`config.mk`:
```
export PLATFORM = sky130hd
export DESIGN_NAME = irq_countdown_timer
export DESIGN_NICKNAME = d
export VERILOG_FILES = /design/src/rtl/tmr_pkg.sv /design/src/rtl/tmr_regs.sv /design/src/rtl/tmr_prescaler.sv /design/src/rtl/tmr_counter.sv /design/src/rtl/irq_countdown_timer.sv
export SDC_FILE = /design/constraint.sdc
export NUM_CORES = 1
export LEC_CHECK = 0
export CAP_MARGIN = 20
export CORE_UTILIZATION = 56
export DETAILED_ROUTE_END_ITERATION = 8
export GPL_TIMING_DRIVEN = 0
export PLACE_DENSITY = 0.81
export REMOVE_ABC_BUFFERS = 1
export SLEW_MARGIN = 20
export SYNTH_ARGS = -nofsm -noshare
export SYNTH_HDL_FRONTEND = slang
export SYNTH_HIERARCHICAL = 1
export SYNTH_SLANG_ARGS = --single-unit
export TNS_END_PERCENT = 10
```
`constraint.sdc`:
```
create_clock -name clk -period 3.5 [get_ports clk]
set_clock_uncertainty 0.1 [all_clocks]
set_input_delay 0.7 -clock clk [delete_from_list [all_inputs] [get_ports clk]]
set_output_delay 0.7 -clock clk [all_outputs]
set_load 0.005 [all_outputs]
```
`src/rtl/tmr_pkg.sv`:
```
package tmr_pkg;

    // word slots, selected by byte address bits [3:2]
    localparam int SLOT_CTRL = 0;
    localparam int SLOT_INIT = 1;
    localparam int SLOT_CUR  = 2;
    localparam int SLOT_DIV  = 3;

    // control word bit positions
    localparam int CTRL_STAT_BIT = 12;
    localparam int CTRL_MASK_BIT = 16;
    localparam int CTRL_MODE_LSB = 17;

    localparam logic [1:0] MODE_ONCE   = 2'd0;
    localparam logic [1:0] MODE_REPEAT = 2'd1;

    // prescaler: the ratio is 2**shift with shift in 0..7
    localparam int SHIFT_W = 3;
    localparam int PRE_W   = 7;

    // packed divide code {c3,c1,c0}; 3'b111 = divide by 1, then 2,4,...,128
    function automatic logic [SHIFT_W-1:0] div_shift(input logic [2:0] packed_code);
        return packed_code + 3'd1;
    endfunction

endpackage

```
`src/rtl/tmr_regs.sv`:
```
module tmr_regs
    import tmr_pkg::*;
#(
    parameter int ADDR_W = 4,
    parameter int VEC_W  = 8,
    parameter int CNT_W  = 32
) (
    input  logic              clk,
    input  logic              rst_n,
    input  logic              wr_en,
    input  logic [ADDR_W-1:0] addr,
    input  logic [31:0]       wdata,
    input  logic              pend,
    input  logic [CNT_W-1:0]  cur_cnt,
    output logic [31:0]       rdata,
    output logic [VEC_W-1:0]  vec,
    output logic              masked,
    output logic              periodic,
    output logic [2:0]        div_code,
    output logic [CNT_W-1:0]  init_val,
    output logic              init_wr,
    output logic [CNT_W-1:0]  init_wdata
);

    localparam int SLOT_W = ADDR_W - 2;

    typedef struct packed {
        logic [VEC_W-1:0] vec;
        logic             mask;
        logic             periodic;
        logic [2:0]       div;
        logic [CNT_W-1:0] init;
    } regs_t;

    regs_t r_d, r_q;

    logic [SLOT_W-1:0] slot;
    logic              aligned;
    logic              wr_ctrl, wr_init, wr_div;

    assign slot    = addr[ADDR_W-1:2];
    assign aligned = (addr[1:0] == 2'b00);
    assign wr_ctrl = wr_en && aligned && (slot == SLOT_W'(SLOT_CTRL));
    assign wr_init = wr_en && aligned && (slot == SLOT_W'(SLOT_INIT));
    assign wr_div  = wr_en && aligned && (slot == SLOT_W'(SLOT_DIV));

    always_comb begin
        r_d = r_q;
        if (wr_ctrl) begin
            r_d.vec  = wdata[VEC_W-1:0];
            r_d.mask = wdata[CTRL_MASK_BIT];
            if (wdata[CTRL_MODE_LSB+1:CTRL_MODE_LSB] == MODE_ONCE) begin
                r_d.periodic = 1'b0;
            end else if (wdata[CTRL_MODE_LSB+1:CTRL_MODE_LSB] == MODE_REPEAT) begin
                r_d.periodic = 1'b1;
            end
        end
        if (wr_init) begin
            r_d.init = wdata[CNT_W-1:0];
        end
        if (wr_div) begin
            r_d.div = {wdata[3], wdata[1:0]};
        end
    end

    always_ff @(posedge clk or negedge rst_n) begin
        if (!rst_n) begin
            r_q <= '{vec: '0, mask: 1'b1, periodic: 1'b0, div: 3'b000, init: '0};
        end else begin
            r_q <= r_d;
        end
    end

    always_comb begin
        rdata = '0;
        if (aligned) begin
            case (slot)
                SLOT_W'(SLOT_CTRL): begin
                    rdata[VEC_W-1:0]                       = r_q.vec;
                    rdata[CTRL_STAT_BIT]                   = pend;
                    rdata[CTRL_MASK_BIT]                   = r_q.mask;
                    rdata[CTRL_MODE_LSB+1:CTRL_MODE_LSB]   = {1'b0, r_q.periodic};
                end
                SLOT_W'(SLOT_INIT): rdata = 32'(r_q.init);
                SLOT_W'(SLOT_CUR):  rdata = 32'(cur_cnt);
                SLOT_W'(SLOT_DIV):  rdata = {28'd0, r_q.div[2], 1'b0, r_q.div[1:0]};
                default:            rdata = '0;
            endcase
        end
    end

    assign vec        = r_q.vec;
    assign masked     = r_q.mask;
    assign periodic   = r_q.periodic;
    assign div_code   = r_q.div;
    assign init_val   = r_q.init;
    assign init_wr    = wr_init;
    assign init_wdata = wdata[CNT_W-1:0];

    // an unsupported mode code must not disturb the stored mode
    assert_mode_keep_R3: assert property (@(posedge clk) disable iff (!rst_n)
        (wr_ctrl && wdata[CTRL_MODE_LSB+1]) |=> $stable(periodic))
        else $error("mode changed by reserved code");

    // the current-count slot has no writable state behind it
    assert_cur_slot_ro_R13: assert property (@(posedge clk) disable iff (!rst_n)
        (wr_en && !wr_ctrl && !wr_init && !wr_div) |=> $stable(r_q))
        else $error("register changed by ignored write");

endmodule

```
`src/rtl/tmr_prescaler.sv`:
```
module tmr_prescaler
    import tmr_pkg::*;
(
    input  logic       clk,
    input  logic       rst_n,
    input  logic       run,
    input  logic       restart,
    input  logic [2:0] div_code,
    output logic       tick
);

    typedef struct packed {
        logic [PRE_W-1:0]   phase;
        logic [SHIFT_W-1:0] shift;
    } pre_t;

    pre_t p_d, p_q;

    logic [PRE_W-1:0] limit;

    assign limit = PRE_W'((32'd1 << p_q.shift) - 32'd1);
    assign tick  = run && !restart && (p_q.phase == limit);

    always_comb begin
        p_d = p_q;
        if (restart || !run || tick) begin
            // phase restarts and a new ratio is adopted only at a boundary
            p_d.phase = '0;
            p_d.shift = div_shift(div_code);
        end else begin
            p_d.phase = p_q.phase + PRE_W'(1);
        end
    end

    always_ff @(posedge clk or negedge rst_n) begin
        if (!rst_n) begin
            p_q <= '{phase: '0, shift: div_shift(3'b000)};
        end else begin
            p_q <= p_d;
        end
    end

    assert_phase_step_R14: assert property (@(posedge clk) disable iff (!rst_n)
        (run && !restart && !tick) |=> (p_q.phase == $past(p_q.phase) + PRE_W'(1))
                                     && $stable(p_q.shift))
        else $error("prescaler phase or ratio moved inside a period");

endmodule

```
`src/rtl/tmr_counter.sv`:
```
module tmr_counter #(
    parameter int CNT_W = 32
) (
    input  logic             clk,
    input  logic             rst_n,
    input  logic             init_wr,
    input  logic [CNT_W-1:0] wr_val,
    input  logic [CNT_W-1:0] init_val,
    input  logic             periodic,
    input  logic             tick,
    output logic [CNT_W-1:0] cur_cnt,
    output logic             running,
    output logic             expire
);

    typedef struct packed {
        logic [CNT_W-1:0] cnt;
        logic             run;
    } cnt_t;

    cnt_t c_d, c_q;

    logic last_step;

    assign last_step = (c_q.cnt == CNT_W'(1));
    assign expire    = tick && c_q.run && last_step && !init_wr;

    always_comb begin
        c_d = c_q;
        if (init_wr) begin
            c_d.cnt = wr_val;
            c_d.run = (wr_val != '0);
        end else if (tick && c_q.run) begin
            if (last_step) begin
                if (periodic) begin
                    c_d.cnt = init_val;
                end else begin
                    c_d.cnt = '0;
                    c_d.run = 1'b0;
                end
            end else begin
                c_d.cnt = c_q.cnt - CNT_W'(1);
            end
        end
    end

    always_ff @(posedge clk or negedge rst_n) begin
        if (!rst_n) begin
            c_q <= '{cnt: '0, run: 1'b0};
        end else begin
            c_q <= c_d;
        end
    end

    assign cur_cnt = c_q.cnt;
    assign running = c_q.run;

    assert_decrement_R6: assert property (@(posedge clk) disable iff (!rst_n)
        (tick && running && !init_wr && !last_step) |=> (cur_cnt == $past(cur_cnt) - CNT_W'(1)))
        else $error("count did not decrement on a tick");

    assert_stop_R7: assert property (@(posedge clk) disable iff (!rst_n)
        (init_wr && wr_val == '0) |=> (cur_cnt == '0) && !running)
        else $error("zero write did not stop the counter");

    assert_idle_hold_R8: assert property (@(posedge clk) disable iff (!rst_n)
        (!running && !init_wr) |=> $stable(cur_cnt) && !running)
        else $error("idle counter moved");

    assert_reload_R9: assert property (@(posedge clk) disable iff (!rst_n)
        (expire && periodic) |=> (cur_cnt == $past(init_val)) && running)
        else $error("periodic reload missing");

endmodule

```
`src/rtl/irq_countdown_timer.sv`:
```
module irq_countdown_timer
    import tmr_pkg::*;
#(
    parameter int ADDR_W = 4,
    parameter int VEC_W  = 8,
    parameter int CNT_W  = 32
) (
    input  logic              clk,
    input  logic              rst_n,
    input  logic              bus_wr,
    input  logic [ADDR_W-1:0] bus_addr,
    input  logic [31:0]       bus_wdata,
    output logic [31:0]       bus_rdata,
    output logic              irq_req,
    output logic [VEC_W-1:0]  irq_vector,
    input  logic              irq_ack
);

    typedef struct packed {
        logic pend;
    } irq_t;

    irq_t i_d, i_q;

    logic [VEC_W-1:0] vec;
    logic             masked, periodic;
    logic [2:0]       div_code;
    logic [CNT_W-1:0] init_val, init_wdata, cur_cnt;
    logic             init_wr, running, tick, expire;

    tmr_regs #(.ADDR_W(ADDR_W), .VEC_W(VEC_W), .CNT_W(CNT_W)) u_regs (
        .clk        (clk),
        .rst_n      (rst_n),
        .wr_en      (bus_wr),
        .addr       (bus_addr),
        .wdata      (bus_wdata),
        .pend       (i_q.pend),
        .cur_cnt    (cur_cnt),
        .rdata      (bus_rdata),
        .vec        (vec),
        .masked     (masked),
        .periodic   (periodic),
        .div_code   (div_code),
        .init_val   (init_val),
        .init_wr    (init_wr),
        .init_wdata (init_wdata)
    );

    tmr_prescaler u_pre (
        .clk      (clk),
        .rst_n    (rst_n),
        .run      (running),
        .restart  (init_wr),
        .div_code (div_code),
        .tick     (tick)
    );

    tmr_counter #(.CNT_W(CNT_W)) u_cnt (
        .clk      (clk),
        .rst_n    (rst_n),
        .init_wr  (init_wr),
        .wr_val   (init_wdata),
        .init_val (init_val),
        .periodic (periodic),
        .tick     (tick),
        .cur_cnt  (cur_cnt),
        .running  (running),
        .expire   (expire)
    );

    always_comb begin
        i_d = i_q;
        if (expire && !masked) begin
            i_d.pend = 1'b1;          // a fresh expiry wins over an acknowledge
        end else if (irq_ack) begin
            i_d.pend = 1'b0;
        end
    end

    always_ff @(posedge clk or negedge rst_n) begin
        if (!rst_n) begin
            i_q <= '{pend: 1'b0};
        end else begin
            i_q <= i_d;
        end
    end

    assign irq_req    = i_q.pend;
    assign irq_vector = vec;

    assert_irq_hold_R11: assert property (@(posedge clk) disable iff (!rst_n)
        (irq_req && !irq_ack) |=> irq_req)
        else $error("request dropped without acknowledge");

    assert_mask_quiet_R10: assert property (@(posedge clk) disable iff (!rst_n)
        (expire && masked && !irq_req) |=> !irq_req)
        else $error("masked expiry raised a request");

    assert_expire_wins_R12: assert property (@(posedge clk) disable iff (!rst_n)
        (expire && !masked) |=> irq_req)
        else $error("unmasked expiry lost");

endmodule

```
Yosys cells after proc, flatten, opt, wreduce, memory -nomap -nowiden
Index checks and enable logic that the tools add are counted.

operators by class
  $add $sub $neg = 4
  eq/ne operators = 7
  shift operators = 1
  mux-type cells = 18
  reductions and logical operators = 25

operators by type and width
  kind                                                                    count
  32-bit two-way mux                                                      3
  33-bit two-way mux                                                      2
  32-bit by 1-bit equality test with 1-bit output, second input constant  1
  8-bit case mux with 4 select lines                                      1
  32-bit nonzero test                                                     1
  32-bit by 1-bit subtractor with 32-bit output, second input constant    1
  13-bit case mux with 2 select lines                                     1
  3-bit case mux with 4 select lines                                      1
  1-bit logical AND                                                       10
  4-bit case mux with 2 select lines                                      1
  2-bit nonzero test                                                      4
  7-bit by 1-bit adder with 7-bit output, second input constant           1
  7-bit equality test                                                     1
  7-bit two-way mux                                                       1
  1-bit by 3-bit left shift with 7-bit output, first input constant       1
  7-bit by 1-bit subtractor with 7-bit output, second input constant      1
  2-bit logical NOT                                                       3
  1-bit two-way mux                                                       6
  3-bit case mux with 2 select lines                                      1
  2-bit by 1-bit equality test with 1-bit output, second input constant   2
  2-bit equality test, second input constant                              2
  1-bit case mux with 4 select lines                                      1
  3-bit by 1-bit adder with 3-bit output, second input constant           1
  1-bit logical NOT                                                       3
  other kinds (4)                                                         5

storage, ports and cells
  register bits after elaboration = 89
  bits of input ports = 40
  output and inout port bits = 41
  logic and storage cells = 65

Longest topological paths before layout
  word-level depth = 11
  gate-level depth with buffers = 15

Cells and area by module
The synthesis kept the hierarchy.

modules (own cells, without submodules)
  module               times used  cells an instance  area each (µm²)  sequential area each (µm²)
  tmr_counter          1           350                2736.4           825.8
  tmr_regs             1           233                2685.1           1127.3
  tmr_prescaler        1           61                 628.1            251.5
  irq_countdown_timer  1           4                  45.0             25.0

Worst setup path after synthesis
OpenSTA, ideal clock, no wires.

  kind = input to register
  from = in bus_addr[3]
  to = reg u_cnt.c_q, in the netlist u_cnt/cur_cnt[18]
  library setup time = 0.142 ns
  arrival = 3.026 ns
  required time = 3.258 ns
  setup slack = 0.232 ns
  stages on the path = 14
  path through = inv_1 -> ha_1 -> buf_2 -> and3_4 -> buf_6 -> buf_12 -> nor2b_1 -> nor4b_1 -> and2_1 -> clkbuf_1 -> nand2b_1 -> nor2_1 -> clkbuf_1 -> a211oi_1

between the ends
  word-level cells in the longest chain between the ends = 7

RTL lines
  item                                            line                       text
  from (decl)                                     irq_countdown_timer.sv:11  input logic [ADDR_W-1:0] bus_addr,
  2-bit by 1-bit equality test with 1-bit output  tmr_regs.sv:44             assign wr_init = wr_en && aligned && (slot == SLOT_W'(SLOT_INIT));
  1-bit logical AND                               tmr_regs.sv:44
  via init_wr                                     irq_countdown_timer.sv:29  logic init_wr, running, tick, expire;
  1-bit logical NOT                               tmr_prescaler.sv:22        assign tick = run && !restart && (p_q.phase == limit);
  1-bit logical AND (2 in series)                 tmr_prescaler.sv:22
  via tick                                        irq_countdown_timer.sv:29
  1-bit logical AND                               tmr_counter.sv:33          end else if (tick && c_q.run) begin
  2-bit nonzero test (no line)                    -
  to (signal assigned)                            tmr_counter.sv:49          c_q <= '{cnt: '0, run: 1'b0};
  to (decl)                                       tmr_counter.sv:21          cnt_t c_d, c_q;

The timed path passes the listed nets, and every way through them passes these cells.
A chain may end at the register's enable or synchronous reset.

Final worst setup path
  from = in bus_addr[2]
  to = out bus_rdata[12]

between the ends
  word-level cells in the longest chain between the ends = 3

RTL lines
  item                                         line                       text
  2-bit equality test (tied with other cells)  tmr_regs.sv:77             case (slot)
  1-bit case mux with 4 select lines *         tmr_regs.sv:77
  32-bit two-way mux *                         tmr_regs.sv:76             if (aligned) begin
  to (decl)                                    irq_countdown_timer.sv:13  output logic [31:0] bus_rdata,

Mark *: on every way between the ends. The rest lies on a longest branch, timed or not.

==> results.ini <==
[run_status]
run_status = complete, no violations

[timing]
timing.final.hold_violations = 0
number_of_endpoints_failing_setup_at_the_final_stage = 0
worst_slew_margin_rel = 0.2288
final_min_period_over_clock_period = 0.9989
finalWorstPathRequiredPeriod_ns = 3.496
setup_tns_ns = 0
whs_ns = 0.2234
top_achievable_clock_speed_mhz = 286.0
grt_setup_unrepaired = yes
worst_pin_slew_ns = 1.157
final-max-slew-violation-count = 0

[critical_path]
critical_path.slowest_cell = sky130_fd_sc_hd__clkdlybuf4s50_1
cp_cell_sequence = clkdlybuf4s50_1 > inv_2 > ha_4 > a221oi_1 > nor3_1 > clkdlybuf4s50_1
rr_worst_depth = 7
timing.critical_path.max_delay_family = buffers and inverters
cp-start-kind = input pin
cp.required_ns = 2.70
worstPathMaxFanout = 17
end_kind = output pin
critical_path.most_common_cell = sky130_fd_sc_hd__clkdlybuf4s50_1
worst_path_largest_cell_delay_ns = 0.59
path_buf_inv = 3
crit_arrival_ns = 2.70
critical_path_class = in -> out
worstSetupPathDepth = 6

[global_route]
grt_antenna_before_repair = 0
first_global_vias = 5223
global_route.usage.total = 0.3082
grt-ovfl-total = 0
grt_start_max_net_pins = 58
grt_first_pass_wirelength_um = 27270

[clock_network]
cts_sinks = 89
clock_tree.root_cell = sky130_fd_sc_hd__clkbuf_8
clock_path_buffers = 2
cts_made_buffers = 9
worst_setup_hold_path_clk_slew_ns = 0.08
cts.hold.buffers_added = 0
tritoncts = done
worst_skew_pair.late_latency_ns = 0.37
htree_levels = 3

[layout]
layout.filler_cells = 798
layout.cells.most_common_list = sky130_fd_sc_hd__dfrtp_1 (87), sky130_fd_sc_hd__clkdlybuf4s50_1 (78), sky130_fd_sc_hd__nor2_1 (70), sky130_fd_sc_hd__nand2_1 (47), sky130_fd_sc_hd__mux2_4 (31)
layout-area-overhead-vs-synth_pct = 17.08
layout_commonest_cell = sky130_fd_sc_hd__dfrtp_1
multi_input_comb_area_um2 = 3453
instances_no_fill = 820
nNetsFinal = 728
share_of_cells_above_drive_strength_1 = 0.1667
register_area_um2 = 2230
antenna_cells_inserted = 0

[synthesis]
synth_compound_gate_area_share = 0.1665
number_of_flops_mapped_to_enable_cells_by_yosys = 0
synthesis.yosys.warnings = 6
synthesis.area_per_instance_um2 = 9.405
synth_top_family_by_area = simple AND/OR/NAND/NOR gates
synthArstFlopShare = 1.000
ys_seq_area_frac = 0.3658
synth.distinct_cells = 61
synthFlopType = sky130_fd_sc_hd__dfrtp_1
synthesis.area_um2 = 6095
synth.area.mux_share = 0.1121
synthesis.instances = 648
synth_adder_area_share = 0.01642
ys_seq_elements = 89
synth-simple-area-share = 0.2020
synthXorXnorAreaFrac = 0.04455

[floorplan]
area_of_the_placeable_core_um2 = 10420
top_level_ports = 81
die_height_um = 106.3
design.die.area_um2 = 11300
die_width_um = 106.3
row_count = 37
initial_utilization = 0.5851

[route]
detailedRoute.firstPassIterationCount = 6
drt_iter0_markers = 604
postRouteAntennaNets = 0
routedWlPerCell_um = 20.93
route.detailed.vias_per_inst = 6.628
drc_viols = 0
route.vias.total = 5435
route.final.wire_length_um = 17160

[power]
irDropWorstVdd_mv = 0.2895
power.density_nw_per_um2 = 610.1
p_leak_uw = 0.002787

[min_path]
hold_path_class = in -> async

[placement]
place_inst = 786
port-buffer-count = 80
dp_hpwl_um = 10370
gp_routability_congestion = 0.8942

[run]
max-cap-violations = 0

==> kinds of logic (layout without fill, tap and decap cells) <==
group / Yosys count / count (layout)
flip-flops: 89 / 89
AO/OA/AOI/OAI: 140 / 140
AND/OR/NAND/NOR: 236 / 240
adder cells (fa/ha/maj): 8 / 8
buffers and inverters: 93 / 125
XOR/XNOR: 31 / 31
multiplexers: 51 / 51
==> layout make-up <==
type	instances	area share
Clock buffer	12	0.01894
Clock inverter	3	0.01262
Inverter	13	0.006839
Multi-Input combinational cell	470	0.4840
Sequential cell	89	0.3125
Tap cell	136	0.02385
Timing Repair Buffer	97	0.1413
==> what timing repair did <==
item / 4_1_cts / 5_1_grt
buffers inserted: 9 / 6
setup endpoints to repair: 68 / 51
pin swaps: 4 / 0
resized for setup: 21 / 7
gates cloned: 3 / 1
==> power breakdown <==
part / switching [µW] / internal [µW] / leakage, µW
clock: 364 / 472 / 0.000111
sequential: 543 / 1340 / 0.00110
combinational: 791 / 840 / 0.00157
total: 1700 / 2650 / 0.00279
==> through the flow <==
stage	utilization	power (µW)	setup slack, ns	cell area [µm²]
2_1_floorplan	-	2865	-1.052	5579
3_3_place_gp	0.6288	3281	-3.128	6550
3_5_place_dp	0.6344	3373	-2.875	6608
4_1_cts	0.6753	4268	-0.07127	7034
5_1_grt	0.6850	4596	-0.05106	7136
6_report	0.6850	4353	0.003809	7136
==> synthesized netlist by cell type, drive strengths merged (3+ instances only) <==
cell / instances / area, µm²
clkbuf: 32 / 120.1
buf: 48 / 395.4
a221oi: 12 / 105.1
nor2: 74 / 280.3
mux2: 45 / 623.1
nand2b: 4 / 25.02
nand3: 11 / 55.05
a21oi: 25 / 125.1
mux2i: 6 / 60.06
ha: 8 / 100.1
and4: 3 / 26.28
a211oi: 20 / 150.1
or2: 3 / 18.77
xor2: 12 / 105.1
nor2b: 10 / 62.56
nor3b: 6 / 55.05
o31ai: 6 / 63.81
o21ai: 16 / 80.08
dfrtp: 87 / 2177
a211o: 4 / 35.03
a22oi: 28 / 210.2
a31oi: 5 / 31.28
nor4: 24 / 201.4
nor3: 24 / 120.1
a221o: 6 / 60.06
a21o: 4 / 30.03
inv: 13 / 48.80
xnor2: 19 / 166.4
o221ai: 3 / 26.28
nand4: 9 / 56.30
and3: 7 / 48.80
nand2: 49 / 183.9
==> registers in the layout (all words and copies together) (netlist names) <==
name	count
u_cnt/cur_cnt	32
u_regs/init_val	32
u_pre/p_q	10
u_regs/vec	8
u_regs/div_code	3
irq_req	1
u_cnt/running	1
u_regs/masked	1
u_regs/periodic	1
==> routing by layer <==
metal	up-vias	part of all wire	GRT usage
met2	333	0.47	0.4773
li1	2402	-	-
met3	48	0.098	0.06744
met4	0	0.023	0.1091
met1	2652	0.41	0.4245
met5	-	0	0
==> path summary, 6_finish.rpt <==
check                                   start                   to  slack [ns]
hold reg to reg            u_regs/div_code[0]         u_pre/p_q[0]        0.41
hold / removal                          rst_n  u_regs/init_val[20]        0.22
min in group clk           u_regs/div_code[0]         u_pre/p_q[0]        0.41
setup reg to reg             u_cnt/cur_cnt[0]    u_cnt/cur_cnt[28]        0.56
setup / recovery                  bus_addr[2]        bus_rdata[12]       0.004
max in group asynchronous               rst_n         u_pre/p_q[0]        2.36
Power figures use the tool's default switching activity.
